`src/rtl/alt_pkg.sv`:
```
// Package: shared field positions, register offsets and encodings of the
// address lookup table engine. Assumes a 4-bit register word offset.
package alt_pkg;
    // entry field positions
    localparam int F_MCAST   = 40;
    localparam int F_TYPE_LO = 60;
    localparam int F_SECURE  = 64;
    localparam int F_BLOCKED = 65;
    localparam int F_PORT_LO = 66;
    localparam int F_MASK_LO = 66;

    // register word offsets
    localparam logic [3:0] OFS_CTRL  = 4'd0;
    localparam logic [3:0] OFS_TCMD  = 4'd1;
    localparam logic [3:0] OFS_WHI   = 4'd2;
    localparam logic [3:0] OFS_WMID  = 4'd3;
    localparam logic [3:0] OFS_WLO   = 4'd4;
    localparam logic [3:0] OFS_PORT  = 4'd8;

    // control bits
    localparam int C_EN   = 31;
    localparam int C_CLR  = 30;
    localparam int C_BYP  = 4;
    localparam int C_VLAN = 2;
    localparam int T_COMMIT = 31;

    typedef enum logic [1:0] {
        PS_OFF   = 2'd0,
        PS_BLOCK = 2'd1,
        PS_LEARN = 2'd2,
        PS_FWD   = 2'd3
    } port_state_e;
endpackage

```
`src/rtl/alt_regs.sv`:
```
// Register file: global control, table command/index, the three staging
// words and per-port 2-bit states. Assumes NUM_PORTS <= 8 so port registers
// fit between offsets 8 and 15. Reads are combinational on reg_addr.
module alt_regs
    import alt_pkg::*;
#(
    parameter int NUM_PORTS = 3,
    parameter int IDX_W     = 4,
    parameter int ENTRY_W   = 69
) (
    input  logic                 clk,
    input  logic                 rst_n,
    input  logic                 reg_we,
    input  logic [3:0]           reg_addr,
    input  logic [31:0]          reg_wdata,
    output logic [31:0]          reg_rdata,
    input  logic                 clr_busy,
    input  logic [ENTRY_W-1:0]   rd_entry,
    output logic [IDX_W-1:0]     tbl_idx,
    output logic                 tbl_commit,
    output logic [ENTRY_W-1:0]   stage,
    output logic                 clr_start,
    output logic                 eng_en,
    output logic                 eng_byp,
    output logic [NUM_PORTS-1:0] fwd_mask
);
    localparam int HI_W = ENTRY_W - 64;

    logic             vlan_q;
    logic [IDX_W-1:0] idx_q;
    logic [1:0]       ps_q [NUM_PORTS];
    logic             tcmd_wr;
    logic             tbl_load;

    assign tcmd_wr    = reg_we && (reg_addr == OFS_TCMD);
    assign tbl_commit = tcmd_wr && reg_wdata[T_COMMIT];
    assign tbl_load   = tcmd_wr && !reg_wdata[T_COMMIT];
    assign tbl_idx    = reg_wdata[IDX_W-1:0];
    assign clr_start  = reg_we && (reg_addr == OFS_CTRL) && reg_wdata[C_CLR] && !clr_busy;

    // Global control bits.
    always_ff @(posedge clk) begin
        if (!rst_n) begin
            eng_en  <= 1'b0;
            eng_byp <= 1'b0;
            vlan_q  <= 1'b0;
        end else if (reg_we && reg_addr == OFS_CTRL) begin
            eng_en  <= reg_wdata[C_EN];
            eng_byp <= reg_wdata[C_BYP];
            vlan_q  <= reg_wdata[C_VLAN];
        end
    end

    // Index last written to the table command register.
    always_ff @(posedge clk) begin
        if (!rst_n)       idx_q <= '0;
        else if (tcmd_wr) idx_q <= reg_wdata[IDX_W-1:0];
    end

    // Staging words: loaded from the table or written word by word.
    always_ff @(posedge clk) begin
        if (!rst_n) begin
            stage <= '0;
        end else if (tbl_load) begin
            stage <= rd_entry;
        end else if (reg_we) begin
            if (reg_addr == OFS_WHI)  stage[ENTRY_W-1:64] <= reg_wdata[HI_W-1:0];
            if (reg_addr == OFS_WMID) stage[63:32]        <= reg_wdata;
            if (reg_addr == OFS_WLO)  stage[31:0]         <= reg_wdata;
        end
    end

    for (genvar p = 0; p < NUM_PORTS; p++) begin : g_port
        // Per-port forwarding state register.
        always_ff @(posedge clk) begin
            if (!rst_n)
                ps_q[p] <= PS_OFF;
            else if (reg_we && reg_addr == OFS_PORT + 4'(p))
                ps_q[p] <= reg_wdata[1:0];
        end
        assign fwd_mask[p] = (ps_q[p] == PS_FWD);
    end

    // Read-back multiplexer.
    always_comb begin
        reg_rdata = '0;
        case (reg_addr)
            OFS_CTRL: begin
                reg_rdata[C_EN]   = eng_en;
                reg_rdata[C_CLR]  = clr_busy;
                reg_rdata[C_BYP]  = eng_byp;
                reg_rdata[C_VLAN] = vlan_q;
            end
            OFS_TCMD: reg_rdata[IDX_W-1:0] = idx_q;
            OFS_WHI:  reg_rdata[HI_W-1:0]  = stage[ENTRY_W-1:64];
            OFS_WMID: reg_rdata            = stage[63:32];
            OFS_WLO:  reg_rdata            = stage[31:0];
            default: begin
                for (int p = 0; p < NUM_PORTS; p++)
                    if (reg_addr == OFS_PORT + 4'(p)) reg_rdata[1:0] = ps_q[p];
            end
        endcase
    end
endmodule

```
`src/rtl/alt_table.sv`:
```
// Entry storage with a sequential wipe. The wipe frees one entry per cycle
// by zeroing its type bits. A commit in the same cycle overrides the wipe for
// its entry. Indices at or above NUM_ENTRIES read 0 and are not written.
module alt_table
    import alt_pkg::*;
#(
    parameter int NUM_ENTRIES = 16,
    parameter int IDX_W       = 4,
    parameter int ENTRY_W     = 69
) (
    input  logic               clk,
    input  logic               rst_n,
    input  logic               clr_start,
    output logic               clr_busy,
    input  logic               wr_en,
    input  logic [IDX_W-1:0]   wr_idx,
    input  logic [ENTRY_W-1:0] wr_entry,
    input  logic [IDX_W-1:0]   rd_idx,
    output logic [ENTRY_W-1:0] rd_entry,
    input  logic [IDX_W-1:0]   scan_idx,
    output logic [ENTRY_W-1:0] scan_entry
);
    localparam logic [IDX_W-1:0] LAST = IDX_W'(NUM_ENTRIES - 1);

    logic [ENTRY_W-1:0] mem [NUM_ENTRIES];
    logic [IDX_W-1:0]   clr_idx;
    logic               wr_ok;
    logic               rd_ok;

    if (2**IDX_W == NUM_ENTRIES) begin : g_full
        assign wr_ok = 1'b1;
        assign rd_ok = 1'b1;
    end else begin : g_part
        assign wr_ok = (wr_idx <= LAST);
        assign rd_ok = (rd_idx <= LAST);
    end

    assign rd_entry   = rd_ok ? mem[rd_idx] : '0;
    assign scan_entry = mem[scan_idx];

    // Storage update: reset, wipe step, then software commit.
    always_ff @(posedge clk) begin
        if (!rst_n) begin
            for (int i = 0; i < NUM_ENTRIES; i++) mem[i] <= '0;
            clr_busy <= 1'b0;
            clr_idx  <= '0;
        end else begin
            if (clr_busy) begin
                mem[clr_idx][F_TYPE_LO +: 2] <= 2'b00;
                if (clr_idx == LAST) clr_busy <= 1'b0;
                else                 clr_idx  <= clr_idx + 1'b1;
            end else if (clr_start) begin
                clr_busy <= 1'b1;
                clr_idx  <= '0;
            end
            if (wr_en && wr_ok) mem[wr_idx] <= wr_entry;
        end
    end
endmodule

```
`src/rtl/alt_search.sv`:
```
// Lookup sequencer: accepts a request when idle, scans entries in ascending
// order one per cycle, and emits a one-cycle result gated by forwarding ports.
// Assumes NUM_PORTS <= 4 so a unicast port number fits bits 67:66.
module alt_search
    import alt_pkg::*;
#(
    parameter int NUM_ENTRIES = 16,
    parameter int NUM_PORTS   = 3,
    parameter int IDX_W       = 4,
    parameter int ENTRY_W     = 69
) (
    input  logic                 clk,
    input  logic                 rst_n,
    input  logic                 lk_req,
    input  logic [47:0]          lk_mac,
    input  logic                 eng_en,
    input  logic                 eng_byp,
    input  logic                 clr_busy,
    input  logic [NUM_PORTS-1:0] fwd_mask,
    output logic [IDX_W-1:0]     scan_idx,
    input  logic [ENTRY_W-1:0]   scan_entry,
    output logic                 scan_on,
    output logic                 lk_busy,
    output logic                 lk_valid,
    output logic [NUM_PORTS-1:0] lk_mask
);
    localparam logic [IDX_W-1:0] LAST = IDX_W'(NUM_ENTRIES - 1);

    logic [47:0]          key_q;
    logic                 hit;
    logic                 last;
    logic                 accept;
    logic [NUM_PORTS-1:0] uc_mask;
    logic [NUM_PORTS-1:0] hit_mask;
    logic                 unused_fields;

    assign unused_fields = ^{scan_entry[F_SECURE], scan_entry[63:61], scan_entry[59:48]};

    assign lk_busy = scan_on || clr_busy;
    assign accept  = lk_req && !lk_busy;
    assign hit     = scan_entry[F_TYPE_LO] && (scan_entry[47:0] == key_q);
    assign last    = (scan_idx == LAST);

    for (genvar p = 0; p < NUM_PORTS; p++) begin : g_uc
        assign uc_mask[p] = (scan_entry[F_PORT_LO +: 2] == 2'(p));
    end

    // Result mask of the entry under scan, by record kind.
    always_comb begin
        if (scan_entry[F_MCAST])        hit_mask = scan_entry[F_MASK_LO +: NUM_PORTS];
        else if (scan_entry[F_BLOCKED]) hit_mask = '0;
        else                            hit_mask = uc_mask;
    end

    // Request acceptance, scan stepping and result registration.
    always_ff @(posedge clk) begin
        if (!rst_n) begin
            scan_on  <= 1'b0;
            scan_idx <= '0;
            key_q    <= '0;
            lk_valid <= 1'b0;
            lk_mask  <= '0;
        end else begin
            lk_valid <= 1'b0;
            if (scan_on) begin
                if (hit) begin
                    lk_valid <= 1'b1;
                    lk_mask  <= hit_mask & fwd_mask;
                    scan_on  <= 1'b0;
                end else if (last) begin
                    lk_valid <= 1'b1;
                    lk_mask  <= fwd_mask;
                    scan_on  <= 1'b0;
                end else begin
                    scan_idx <= scan_idx + 1'b1;
                end
            end else if (accept) begin
                if (!eng_en) begin
                    lk_valid <= 1'b1;
                    lk_mask  <= '0;
                end else if (eng_byp) begin
                    lk_valid <= 1'b1;
                    lk_mask  <= fwd_mask;
                end else begin
                    scan_on  <= 1'b1;
                    scan_idx <= '0;
                    key_q    <= lk_mac;
                end
            end
        end
    end
endmodule

```
`src/rtl/alt_engine.sv`:
```
// Top of the address lookup table engine: register file, entry storage with
// wipe, and lookup sequencer. Assumes NUM_PORTS between 1 and 4.
module alt_engine
    import alt_pkg::*;
#(
    parameter int NUM_ENTRIES = 16,
    parameter int NUM_PORTS   = 3
) (
    input  logic                 clk,
    input  logic                 rst_n,
    input  logic                 reg_we,
    input  logic [3:0]           reg_addr,
    input  logic [31:0]          reg_wdata,
    output logic [31:0]          reg_rdata,
    input  logic                 lk_req,
    input  logic [47:0]          lk_mac,
    output logic                 lk_busy,
    output logic                 lk_valid,
    output logic [NUM_PORTS-1:0] lk_mask
);
    localparam int IDX_W   = (NUM_ENTRIES > 1) ? $clog2(NUM_ENTRIES) : 1;
    localparam int ENTRY_W = (F_MASK_LO + NUM_PORTS > 68) ? F_MASK_LO + NUM_PORTS : 68;

    logic                 clr_busy;
    logic                 clr_start;
    logic                 scan_on;
    logic                 tbl_commit;
    logic                 eng_en;
    logic                 eng_byp;
    logic [IDX_W-1:0]     tbl_idx;
    logic [IDX_W-1:0]     scan_idx;
    logic [ENTRY_W-1:0]   stage;
    logic [ENTRY_W-1:0]   rd_entry;
    logic [ENTRY_W-1:0]   scan_entry;
    logic [NUM_PORTS-1:0] fwd_mask;

    alt_regs #(.NUM_PORTS(NUM_PORTS), .IDX_W(IDX_W), .ENTRY_W(ENTRY_W)) u_regs (
        .clk(clk), .rst_n(rst_n), .reg_we(reg_we), .reg_addr(reg_addr),
        .reg_wdata(reg_wdata), .reg_rdata(reg_rdata), .clr_busy(clr_busy),
        .rd_entry(rd_entry), .tbl_idx(tbl_idx), .tbl_commit(tbl_commit),
        .stage(stage), .clr_start(clr_start), .eng_en(eng_en),
        .eng_byp(eng_byp), .fwd_mask(fwd_mask)
    );

    alt_table #(.NUM_ENTRIES(NUM_ENTRIES), .IDX_W(IDX_W), .ENTRY_W(ENTRY_W)) u_table (
        .clk(clk), .rst_n(rst_n), .clr_start(clr_start), .clr_busy(clr_busy),
        .wr_en(tbl_commit), .wr_idx(tbl_idx), .wr_entry(stage),
        .rd_idx(tbl_idx), .rd_entry(rd_entry),
        .scan_idx(scan_idx), .scan_entry(scan_entry)
    );

    alt_search #(.NUM_ENTRIES(NUM_ENTRIES), .NUM_PORTS(NUM_PORTS), .IDX_W(IDX_W),
                 .ENTRY_W(ENTRY_W)) u_search (
        .clk(clk), .rst_n(rst_n), .lk_req(lk_req), .lk_mac(lk_mac),
        .eng_en(eng_en), .eng_byp(eng_byp), .clr_busy(clr_busy),
        .fwd_mask(fwd_mask), .scan_idx(scan_idx), .scan_entry(scan_entry),
        .scan_on(scan_on), .lk_busy(lk_busy), .lk_valid(lk_valid),
        .lk_mask(lk_mask)
    );
endmodule

```
`config.mk`:
```
export PLATFORM = sky130hd
export DESIGN_NAME = alt_engine
export DESIGN_NICKNAME = d
export VERILOG_FILES = /design/src/rtl/alt_pkg.sv /design/src/rtl/alt_regs.sv /design/src/rtl/alt_table.sv /design/src/rtl/alt_search.sv /design/src/rtl/alt_engine.sv
export SDC_FILE = /design/constraint.sdc
export NUM_CORES = 2
export LEC_CHECK = 0
export BUFFER_PORTS_ARGS = -buffer_cell sky130_fd_sc_hd__buf_2
export CORE_MARGIN = 8
export CORE_UTILIZATION = 44
export DETAILED_ROUTE_END_ITERATION = 8
export HOLD_SLACK_MARGIN = 0.08
export SLEW_MARGIN = 15
export SYNTH_ARGS = -nofsm -noshare
export SYNTH_HDL_FRONTEND = slang
export SYNTH_HIERARCHICAL = 1
export SYNTH_SLANG_ARGS = --single-unit
```
`constraint.sdc`:
```
create_clock -name clk -period 21.3 [get_ports clk]
set_input_delay 4.26 -clock clk [delete_from_list [all_inputs] [get_ports clk]]
set_output_delay 4.26 -clock clk [all_outputs]
set_load 0.005 [all_outputs]
```
==> out/metrics.yaml <==
clock_network:
  worst_setup_hold_path_clk_slew_ns: 0.06
  cts_buffers: 139
  tritoncts: "done"
  cts_repair_resize_count: 0
  tritoncts_num_sinks: 1248
  h-tree-depth: 4
  ctsLongestPathBuffers: 3
  clock_insertion_delay_worst_skew_ns: 0.79
  cts.hold.buffers_added: 0
  clock-root-buffer: "sky130_fd_sc_hd__clkbuf_16"
  post_cts.repair.setup_buffers: 0
sta:
  slew-limit-headroom: 0.183
  max_freq_ghz: 0.0930
  finalSetupTns_ns: 0
  tightest_slew_ns: 1.23
  final.hold.worst_slack_ns: 0.458
  timing.final.hold_violations: 0
  setup_ws_ns: 10.55
  rsz0062_at_grt: "false"
  final_min_period_over_clock_period: 0.505
  report.final.slew_viol_count: 0
  period_needed_ns: 10.75
  timing.clock.skew_ns: 0.0371
  setup-violations-final: 0
global_route:
  grt_first_pass_wirelength_um: 308000
  grt_pass1_vias: 41500
  initial_antenna_violation_count: 15
  grt_usage: 0.271
  overflow: 0
  grt_start_max_net_pins: 182
die:
  design.core.area_um2: 143000
  row_count: 139
  die_area_um2: 156000
  die-width_um: 394
  top_level_ports: 125
  floorplan.initialDensity: 0.441
  die_h_um: 394
layout:
  finish.net_count: 4384
  syn_to_final_growth_pct: 9.97
  fin_cells: 6324
  drive_above_1_share: 0.216
  fin_area_um2: 69300
  post-route-util: 0.485
yosys:
  synthesis.nets: 4565
  yosys_warnings: 6
  syn_area_um2: 63000
  avgSynthCellArea_um2: 14.1
  postSynthCellCount: 4472
pwr:
  switching_power_mw: 1.32
  power.share.switching: 0.238
  p_per_area_nw_per_um2: 80.3
  finalPower_mw: 5.56
  power_frac_comb: 0.070
  pwr-share-seq: 0.502
  vdd_ir_drop_max_mv: 0.0752
  cellInternalPower_mw: 4.24
  p_leak_nw: 27.1
  power.clock.fraction: 0.428
min_path:
  hold_removal_path_class: "register to register"
  timing.hold.worst_endpoint: "u_search/lk_mask[2]"
  hold_start: "u_search/lk_mask[2]"
  hold_depth: 2
run:
  cap_violations: 0
place:
  place_congestion: 0.864
  place_inst: 6051
  dp_worst_setup_slack_ns: 10.61
  port_buffers: 124
  dp_hpwl_um: 123000
  dpl-instance-area_um2: 64700
run_status:
  status: "complete, no violations"
setup_path:
  crit_path_end_kind: "output pin"
  worst-path-max-fanout: 17
  setup.worst_path.start_class: "input pin"
  cp.required_ns: 17.04
  worstPathArrival_ns: 6.49
  timing.setup.critical_path_class: "input pin to output pin"
  worst_r2r_endpoint: "u_search/lk_valid"
  critical_path.reg2reg.startpoint: "u_search/scan_idx[0]"
  setup.reg_to_reg.worst_slack_ns: 15.45
  worstRegToRegCells: 10
route:
  drt-vias-per-instance: 6.72
  detail_route.first_pass.iterations: 5
  postRouteWirelength_um: 218000
  detail_route.iter0.violations: 6355
  routed-via-count: 42500
  detail_route.wl_per_cell_um: 34.5
  route.antenna.remaining_nets: 0
  post_route_drc: 0
[cells in the final DEF (no fill, tap or decap), drive strengths merged, types with 40 or more instances in the layout]
cell / instances
o21ai: 80
clkbuf: 209
edfxtp: 1110
and3: 830
mux4: 488
nand2: 329
dfxtp: 138
and2: 283
a22oi: 244
buf: 215
a21oi: 79
a31oi: 40
xor2: 47
[worst max-delay path by stage]
stage	startpoint	to	slack (ns)	cells after the start
3_3_place_gp	reg_addr[1]	reg_rdata[0]	10.65	6
5_1_grt	reg_addr[1]	reg_rdata[1]	10.49	6
6_report	reg_addr[1]	reg_rdata[0]	10.55	6
2_1_floorplan	reg_we	u_table/mem[15][60]	9.96	8
3_5_place_dp	reg_addr[1]	reg_rdata[0]	10.61	6
4_1_cts	reg_addr[1]	reg_rdata[0]	10.61	6
[routing by layer]
metal	global-route usage	vias up	part of all wire
li1	-	17200	-
met5	0	-	0.00019
met3	0.0639	482	0.11
met2	0.417	2753	0.45
met1	0.377	22100	0.39
met4	0.0959	6	0.038
[cell type report]
| type | instances | area, um2 |
|---|---|---|
| clock buffer | 209 | 4050 |
| inverter | 10 | 37.5 |
| antenna | 13 | 32.5 |
| timing repair buffer | 215 | 1420 |
| tap | 1903 | 2380 |
| sequential | 1248 | 36100 |
| fill | 12100 | 73500 |
| multi-input combinational | 2677 | 24800 |
| clock inverter | 49 | 454 |
[critical path, cell delays in order]
cell	delay (ns)
sky130_fd_sc_hd__buf_2	0.38
sky130_fd_sc_hd__clkinv_1	0.64
sky130_fd_sc_hd__or3_1	0.56
sky130_fd_sc_hd__o2111ai_1	0.24
sky130_fd_sc_hd__nand2_1	0.21
sky130_fd_sc_hd__buf_2	0.18
[registers in the layout, summed over array words and instances (netlist names)]
signal and count:
u_regs/eng_byp 1, u_regs/eng_en 1, u_regs/idx_q 4, u_regs/ps_q 6, u_regs/stage 69, u_regs/vlan_q 1, u_search/key_q 48, u_search/lk_mask 3
u_search/lk_valid 1, u_search/scan_idx 4, u_search/scan_on 1, u_table/clr_busy 1, u_table/clr_idx 4, u_table/mem 1104
[power by group through the flow]
stage | logic [mW] | clock network [mW] | registers, mW
after detailed placement | 0.380 | 0 | 2.84
after global placement | 0.378 | 0 | 2.84
final | 0.388 | 2.38 | 2.79
after CTS | 0.381 | 2.40 | 2.79
after global routing | 0.398 | 2.50 | 2.80
after floorplan | 0.238 | 0 | 2.82
No activity file was read; power rests on OpenSTA's default activity.
